[src/rtl/fsim_pkg.sv]
package fsim_pkg;

   typedef enum logic [1:0] {
      G_SKIP = 2'b00,
      G_AND  = 2'b01,
      G_OR   = 2'b10,
      G_NOT  = 2'b11
   } gate_op_e;

   typedef enum logic [1:0] {
      ST_IDLE = 2'b00,
      ST_RUN  = 2'b01,
      ST_CMP  = 2'b10
   } eng_state_e;

endpackage

[src/rtl/fsim_gate_table.sv]
module fsim_gate_table #(
   parameter int NUM_GATES = 8,
   parameter int LINE_AW   = 4,
   parameter int GATE_AW   = 3
) (
   input  logic               clk,
   input  logic               rst_n,
   input  logic               we,
   input  logic [GATE_AW-1:0] waddr,
   input  logic [1:0]         wop,
   input  logic [LINE_AW-1:0] win0,
   input  logic [LINE_AW-1:0] win1,
   input  logic [LINE_AW-1:0] wout,
   input  logic [GATE_AW-1:0] raddr,
   output logic [1:0]         rop,
   output logic [LINE_AW-1:0] rin0,
   output logic [LINE_AW-1:0] rin1,
   output logic [LINE_AW-1:0] rout
);
   logic [NUM_GATES-1:0][1:0]         op_q;
   logic [NUM_GATES-1:0][LINE_AW-1:0] in0_q;
   logic [NUM_GATES-1:0][LINE_AW-1:0] in1_q;
   logic [NUM_GATES-1:0][LINE_AW-1:0] out_q;

   for (genvar g = 0; g < NUM_GATES; g++) begin : g_entry
      always_ff @(posedge clk or negedge rst_n) begin
         if (!rst_n) begin
            op_q[g]  <= 2'b00;
            in0_q[g] <= '0;
            in1_q[g] <= '0;
            out_q[g] <= '0;
         end else if (we && (waddr == GATE_AW'(g))) begin
            op_q[g]  <= wop;
            in0_q[g] <= win0;
            in1_q[g] <= win1;
            out_q[g] <= wout;
         end
      end
   end

   assign rop  = op_q[raddr];
   assign rin0 = in0_q[raddr];
   assign rin1 = in1_q[raddr];
   assign rout = out_q[raddr];
endmodule

[src/rtl/fsim_fault_masks.sv]
module fsim_fault_masks #(
   parameter int W         = 8,
   parameter int NUM_LINES = 16,
   parameter int LINE_AW   = 4
) (
   input  logic                            clk,
   input  logic                            rst_n,
   input  logic                            clr,
   input  logic                            we,
   input  logic [LINE_AW-1:0]              wline,
   input  logic [W-1:0]                    wf0,
   input  logic [W-1:0]                    wf1,
   output logic [NUM_LINES-1:0][W-1:0]     f0,
   output logic [NUM_LINES-1:0][W-1:0]     f1
);
   for (genvar l = 0; l < NUM_LINES; l++) begin : g_line
      always_ff @(posedge clk or negedge rst_n) begin
         if (!rst_n) begin
            f0[l] <= '0;
            f1[l] <= '0;
         end else if (clr) begin
            f0[l] <= '0;
            f1[l] <= '0;
         end else if (we && (wline == LINE_AW'(l))) begin
            f0[l] <= {wf0[W-1:1], 1'b0};
            f1[l] <= {wf1[W-1:1], 1'b0};
         end
      end
   end
endmodule

[src/rtl/fsim_lane_alu.sv]
module fsim_lane_alu
   import fsim_pkg::*;
#(
   parameter int W = 8
) (
   input  logic [1:0]   op,
   input  logic [W-1:0] a,
   input  logic [W-1:0] b,
   input  logic [W-1:0] f0,
   input  logic [W-1:0] f1,
   output logic [W-1:0] y
);
   logic [W-1:0] raw;

   always_comb begin
      unique case (gate_op_e'(op))
         G_AND:   raw = a & b;
         G_OR:    raw = a | b;
         G_NOT:   raw = ~a;
         default: raw = a;
      endcase
      y = (raw & ~f0) | f1;
   end
endmodule

[src/rtl/fsim_detect.sv]
module fsim_detect #(
   parameter int W      = 8,
   parameter int NUM_PO = 2
) (
   input  logic [NUM_PO-1:0][W-1:0] po_words,
   input  logic [W-1:0]             cum,
   output logic [W-1:0]             newly
);
   logic [NUM_PO-1:0][W-1:0] diff;
   logic [W-1:0]             any_diff;

   for (genvar p = 0; p < NUM_PO; p++) begin : g_po
      assign diff[p] = po_words[p] ^ {W{po_words[p][0]}};
   end

   always_comb begin
      any_diff = '0;
      for (int p = 0; p < NUM_PO; p++) any_diff = any_diff | diff[p];
      newly = any_diff & ~cum & ~W'(1);
   end
endmodule

[src/rtl/fsim_engine.sv]
module fsim_engine
   import fsim_pkg::*;
#(
   parameter int W         = 8,
   parameter int NUM_LINES = 16,
   parameter int NUM_GATES = 8,
   parameter int NUM_PI    = 4,
   parameter int NUM_PO    = 2,
   localparam int LINE_AW  = $clog2(NUM_LINES),
   localparam int GATE_AW  = (NUM_GATES > 1) ? $clog2(NUM_GATES) : 1
) (
   input  logic               clk,
   input  logic               rst_n,
   input  logic               cfg_gate_we,
   input  logic [GATE_AW-1:0] cfg_gate_idx,
   input  logic [1:0]         cfg_gate_op,
   input  logic [LINE_AW-1:0] cfg_gate_in0,
   input  logic [LINE_AW-1:0] cfg_gate_in1,
   input  logic [LINE_AW-1:0] cfg_gate_out,
   input  logic               cfg_mask_we,
   input  logic [LINE_AW-1:0] cfg_mask_line,
   input  logic [W-1:0]       cfg_mask_f0,
   input  logic [W-1:0]       cfg_mask_f1,
   input  logic               clear_pass,
   input  logic               start,
   input  logic [NUM_PI-1:0]  pi_vec,
   output logic               busy,
   output logic               done,
   output logic [W-1:0]       newly_det,
   output logic [W-1:0]       cum_det
);
   localparam int PO_BASE = NUM_LINES - NUM_PO;

   if (W < 2) begin : g_bad_w
      $error("fsim_engine: W must be at least 2");
   end
   if (NUM_GATES < 1 || NUM_GATES > 32) begin : g_bad_gates
      $error("fsim_engine: NUM_GATES must be 1..32");
   end
   if (NUM_PI < 1 || NUM_PO < 1 || NUM_PI + NUM_PO > NUM_LINES) begin : g_bad_lines
      $error("fsim_engine: inputs and outputs must fit in NUM_LINES");
   end
   if ((1 << LINE_AW) != NUM_LINES) begin : g_bad_pow2
      $error("fsim_engine: NUM_LINES must be a power of two");
   end

   eng_state_e                     state_q;
   logic [GATE_AW-1:0]             gidx_q;
   logic [NUM_LINES-1:0][W-1:0]    line_q;
   logic [NUM_LINES-1:0][W-1:0]    f0_all, f1_all;
   logic                           idle, take_start, take_cfg, take_clear;
   logic [1:0]                     rop;
   logic [LINE_AW-1:0]             rin0, rin1, rout;
   logic [W-1:0]                   alu_y, det_newly;

   assign idle       = (state_q == ST_IDLE);
   assign take_start = idle && start;
   assign take_cfg   = idle && !start;
   assign take_clear = take_cfg && clear_pass;
   assign busy       = !idle;

   fsim_gate_table #(.NUM_GATES(NUM_GATES), .LINE_AW(LINE_AW), .GATE_AW(GATE_AW)) u_table (
      .clk(clk), .rst_n(rst_n),
      .we(cfg_gate_we && take_cfg), .waddr(cfg_gate_idx), .wop(cfg_gate_op),
      .win0(cfg_gate_in0), .win1(cfg_gate_in1), .wout(cfg_gate_out),
      .raddr(gidx_q), .rop(rop), .rin0(rin0), .rin1(rin1), .rout(rout)
   );

   fsim_fault_masks #(.W(W), .NUM_LINES(NUM_LINES), .LINE_AW(LINE_AW)) u_masks (
      .clk(clk), .rst_n(rst_n), .clr(take_clear),
      .we(cfg_mask_we && take_cfg), .wline(cfg_mask_line),
      .wf0(cfg_mask_f0), .wf1(cfg_mask_f1), .f0(f0_all), .f1(f1_all)
   );

   fsim_lane_alu #(.W(W)) u_alu (
      .op(rop), .a(line_q[rin0]), .b(line_q[rin1]),
      .f0(f0_all[rout]), .f1(f1_all[rout]), .y(alu_y)
   );

   fsim_detect #(.W(W), .NUM_PO(NUM_PO)) u_detect (
      .po_words(line_q[NUM_LINES-1:PO_BASE]), .cum(cum_det), .newly(det_newly)
   );

   always_ff @(posedge clk or negedge rst_n) begin
      if (!rst_n) begin
         state_q   <= ST_IDLE;
         gidx_q    <= '0;
         line_q    <= '0;
         done      <= 1'b0;
         newly_det <= '0;
         cum_det   <= '0;
      end else begin
         done      <= 1'b0;
         newly_det <= '0;
         unique case (state_q)
            ST_IDLE: begin
               if (take_start) begin
                  for (int l = 0; l < NUM_LINES; l++) begin
                     line_q[l] <= (((l < NUM_PI) ? {W{pi_vec[l % NUM_PI]}} : {W{1'b0}})
                                   & ~f0_all[l]) | f1_all[l];
                  end
                  gidx_q  <= '0;
                  state_q <= ST_RUN;
               end else if (take_clear) begin
                  cum_det <= '0;
               end
            end
            ST_RUN: begin
               if (gate_op_e'(rop) != G_SKIP) line_q[rout] <= alu_y;
               gidx_q <= gidx_q + 1'b1;
               if (gidx_q == GATE_AW'(NUM_GATES - 1)) state_q <= ST_CMP;
            end
            default: begin
               done      <= 1'b1;
               newly_det <= det_newly;
               cum_det   <= cum_det | det_newly;
               state_q   <= ST_IDLE;
            end
         endcase
      end
   end

   AST_DONE_SINGLE: assert property (@(posedge clk) disable iff (!rst_n)
      done |=> !done) else $error("done held");
   AST_NEWLY_QUIET: assert property (@(posedge clk) disable iff (!rst_n)
      !done |-> (newly_det == '0)) else $error("newly without done");
   AST_LANE0_GOOD: assert property (@(posedge clk) disable iff (!rst_n)
      !newly_det[0] && !cum_det[0]) else $error("lane 0 flagged");
   AST_NO_REDETECT: assert property (@(posedge clk) disable iff (!rst_n)
      done |-> ((newly_det & $past(cum_det)) == '0)) else $error("dropped lane reported");
   AST_CUM_KEEP: assert property (@(posedge clk) disable iff (!rst_n)
      busy |=> ((cum_det & $past(cum_det)) == $past(cum_det))) else $error("cum lost bits");
   AST_BUSY_FROM_START: assert property (@(posedge clk) disable iff (!rst_n)
      $rose(busy) |-> $past(start)) else $error("busy without start");
endmodule

[config.mk]
export PLATFORM = sky130hd
export DESIGN_NAME = fsim_engine
export DESIGN_NICKNAME = d
export VERILOG_FILES = /design/src/rtl/fsim_pkg.sv /design/src/rtl/fsim_gate_table.sv /design/src/rtl/fsim_fault_masks.sv /design/src/rtl/fsim_lane_alu.sv /design/src/rtl/fsim_detect.sv /design/src/rtl/fsim_engine.sv
export SDC_FILE = /design/constraint.sdc
export NUM_CORES = 1
export LEC_CHECK = 0
export ABC_AREA = 1
export ABC_CLOCK_PERIOD_IN_PS = 5100
export BUFFER_PORTS_ARGS = -buffer_cell sky130_fd_sc_hd__buf_2
export CORE_UTILIZATION = 44
export CTS_CLUSTER_SIZE = 16
export DETAILED_ROUTE_END_ITERATION = 6
export PLACE_DENSITY = 0.57
export SYNTH_ARGS = -nofsm -noshare
export SYNTH_HDL_FRONTEND = slang
export SYNTH_SLANG_ARGS = --single-unit
[constraint.sdc]
create_clock -name clk -period 5.1 [get_ports clk]
set_input_delay 0.51 -clock clk [delete_from_list [all_inputs] [get_ports clk]]
set_output_delay 0.51 -clock clk [all_outputs]
set_load 0.05 [all_outputs]
==> run metrics <==
worst-margin pin slew 1.26 ns; CP delay by family, top simple AND/OR/NAND/NOR gates; First-pass DRT Iterations 6; max-slew violation count 0; Fin. Hold Viols 0; CTS Root Cell clkbuf_16; post-route cell area 28100 µm²; placed inst area 26200 µm²; filler instances 5542; sequential fraction of the synthesis area 47.9%; IO buf count 60; hpwl dp 59.4 mm; HP Class primary input to flop; die width 242 µm; initial antenna violation count 1; non-filler instance count after layout 4061; Yosys warnings 0; post-synth cell types 42; Via-to-Cell Ratio 5.78; status finished, final reports clean; CTS sink count 484; Rel. slew slack 16.2%; first-pass GRT wire length 137 mm; Max-Cap Viols 0; Tot GR Track Use 30.4%; critical path capture point type flop; mean routed wirelength per cell 22.0 µm; Placed Cells incl. Taps 3958; post-synth top area cell dfrtp_1; crit-path cells buf_12 -> nand2_1 -> nand3_1 -> o21ai_1 -> inv_1 -> o21ai_2 -> inv_2 -> nor2_4 -> buf_4 -> a22oi_1 -> a21oi_1 -> nor3_2 -> nand2_2 -> nand2_1 -> a21oi_1; Post-Syn Instances 3267; Die H 242 µm; # setup viols final 0; vias 23500; clock buffer count from CTS 56; Highest Clock Rate 248 MHz; IO Count 65; Placer Congestion 0.988; share of post-route cells with drive strength above 1 10.0%; top cells by area, synth dfrtp_1 48%, nand2_1 14%, o21ai_0 7.8%; drt total wl 89.4 mm; worst hold path startpoint cfg_gate_out[2]; Antenna Nets Post-Route 0; DRC Markers 0; core footprint 56600 µm²; Setup TNS 0 ns; Post CTS Setup Buffer Count 0; full die area 58500 µm²; initial core utilization 44.7%; vias in the first global route 22100; CTS clk-pin slew, worst paths 0.06 ns; Seq cells post-synth 484; post-synth top area share 47.9%; std cell rows 87; Layout area overhead 10.9%; grt total ovfl 0; CP Data Required Time 5.66 ns; CTS H-tree lvls 2; worst r2r src gidx_q[0]; worst-path maximum fanout 64; CTS tree done; RSZ-0062 raised after global routing false; Critical Path Max Stage Delay 0.52 ns; mean area per synthesized cell 7.75 µm²; post-layout min period 4.03 ns; area of the mapped netlist 25300 µm²; initial drt markers 2518; largest net degree at the start of global routing 126; Clock Latency Late Sink 0.64 ns; critical path class flop to flop; Final nets 3310; Critical Path Source gidx_q[0]; fin crit share 79.0%; slowest CP cell dfrtp_2; Startpoint Class flop; Worst Path Arrival 4.58 ns; Clock Tree Buf Depth 3; Worst Path Buf+Inv 4; clk_skew 0.0244 ns
-- final cells by class --
class | count | area, µm² | share of cell area, %
Multi-Input combinational cell | 2307 | 11200 | 39.8
Sequential cell | 484 | 12100 | 43.1
Antenna cell | 1 | 2.50 | 0.00891
Clock buffer | 83 | 1600 | 5.71
Tap cell | 756 | 946 | 3.37
Inverter | 281 | 1060 | 3.78
Clock inverter | 18 | 208 | 0.740
Timing Repair Buffer | 131 | 958 | 3.41
-- cells in the final DEF (no fill, tap or decap), types with 22 or more instances in the layout --
master / synthesis / routed
nand2_1: 916 / 915
dfrtp_1: 484 / 483
o21ai_0: 393 / 393
nand3_1: 303 / 303
inv_1: 253 / 252
a21oi_1: 208 / 195
nor2_1: 173 / 170
o211ai_1: 92 / 92
buf_4: 18 / 61
buf_2: 45 / 59
clkbuf_16: 0 / 57
a22oi_1: 44 / 44
o22ai_1: 38 / 38
nand4_1: 25 / 25
inv_2: 21 / 22
-- metal layers --
layer,routed length [µm],vias to the layer above,track usage (%)
met4,3550,0,12.8
li1,-,10900,-
met2,38700,1080,44.7
met1,39400,11300,43.7
met5,0,-,0
met3,7760,204,5.60
-- worst paths after layout --
check | slack (ns) | end | cells after the start
max in group asynchronous | 3.22 | u_masks.f0[52] | 3
min reg2reg | 0.45 | newly_det[3] | 1
min | 0.16 | u_table.out_q[26] | 3
min in group asynchronous | 0.55 | u_table.op_q[8] | 2
max reg2reg | 1.07 | line_q[10] | 15
max | 1.07 | line_q[10] | 15
-- worst register-to-register path, cell delays in order, from the launching register on --
cell     delay, ns
dfrtp_2       0.52
buf_12        0.25
nand2_1       0.12
nand3_1       0.09
o21ai_1       0.10
inv_1         0.06
o21ai_2       0.35
inv_2         0.17
nor2_4        0.44
buf_4         0.41
a22oi_1       0.12
a21oi_1       0.45
nor3_2        0.10
nand2_2       0.47
nand2_1       0.11
a21oi_1       0.18
-- cell usage after synthesis (all sizes together) --
| cell type | count |
|---|---|
| nand2 | 931 |
| dfrtp | 484 |
| o21ai | 425 |
| nand3 | 308 |
| inv | 275 |
| a21oi | 225 |
| nor2 | 181 |
| clkbuf | 102 |
| buf | 94 |
| o211ai | 93 |
| a22oi | 44 |
| o22ai | 43 |
| nand4 | 25 |
| nor3 | 12 |
| xnor2 | 8 |
| clkinv | 6 |
| nor4 | 4 |
| a211oi | 2 |
| ha | 2 |
| a21boi | 1 |
| a31oi | 1 |
| conb | 1 |
-- kinds of logic (layout without fill, tap and decap cells) --
| family | count (synthesis) | count (layout) | synth area share, % |
|---|---|---|---|
| other | 1 | 3 | 0.0148 |
| adder cells (fa/ha/maj) | 2 | 2 | 0.0989 |
| AND/OR/NAND/NOR | 1461 | 1461 | 24.3 |
| AO/OA/AOI/OAI | 834 | 834 | 19.0 |
| buffers and inverters | 477 | 513 | 8.42 |
| flip-flops | 484 | 484 | 47.9 |
| XOR/XNOR | 8 | 8 | 0.277 |
-- state kept, by name (all words and copies together) (netlist names) --
register       cells
cum_det            7
done               1
gidx_q             3
line_q           128
newly_det          7
state_q            2
u_masks.f0       112
u_masks.f1       112
u_table.in0_q     32
u_table.in1_q     32
u_table.op_q      16
u_table.out_q     32
-- repair_timing --
| item | CTS | global route |
|---|---|---|
| resized for setup | 0 | 0 |
| hold buffers | 1 | 0 |
| hold endpoints to repair | 69 | 0 |
-- per-stage QoR --
step / utilization [%] / worst slack (ns) / hold WS, ns
global route: 49.6 / 0.827 / 0.155
CTS: 49.6 / 1.12 / 0.126
finish: 49.6 / 1.07 / 0.158
floorplan: - / 2.55 / 0.214
global placement: 46.4 / 1.18 / 0.429
detailed placement: 46.4 / 1.16 / 0.441
Power is left out: the tool's default activity adds up to more than one toggle a clock period on the data nets, which glitch-free logic cannot reach.
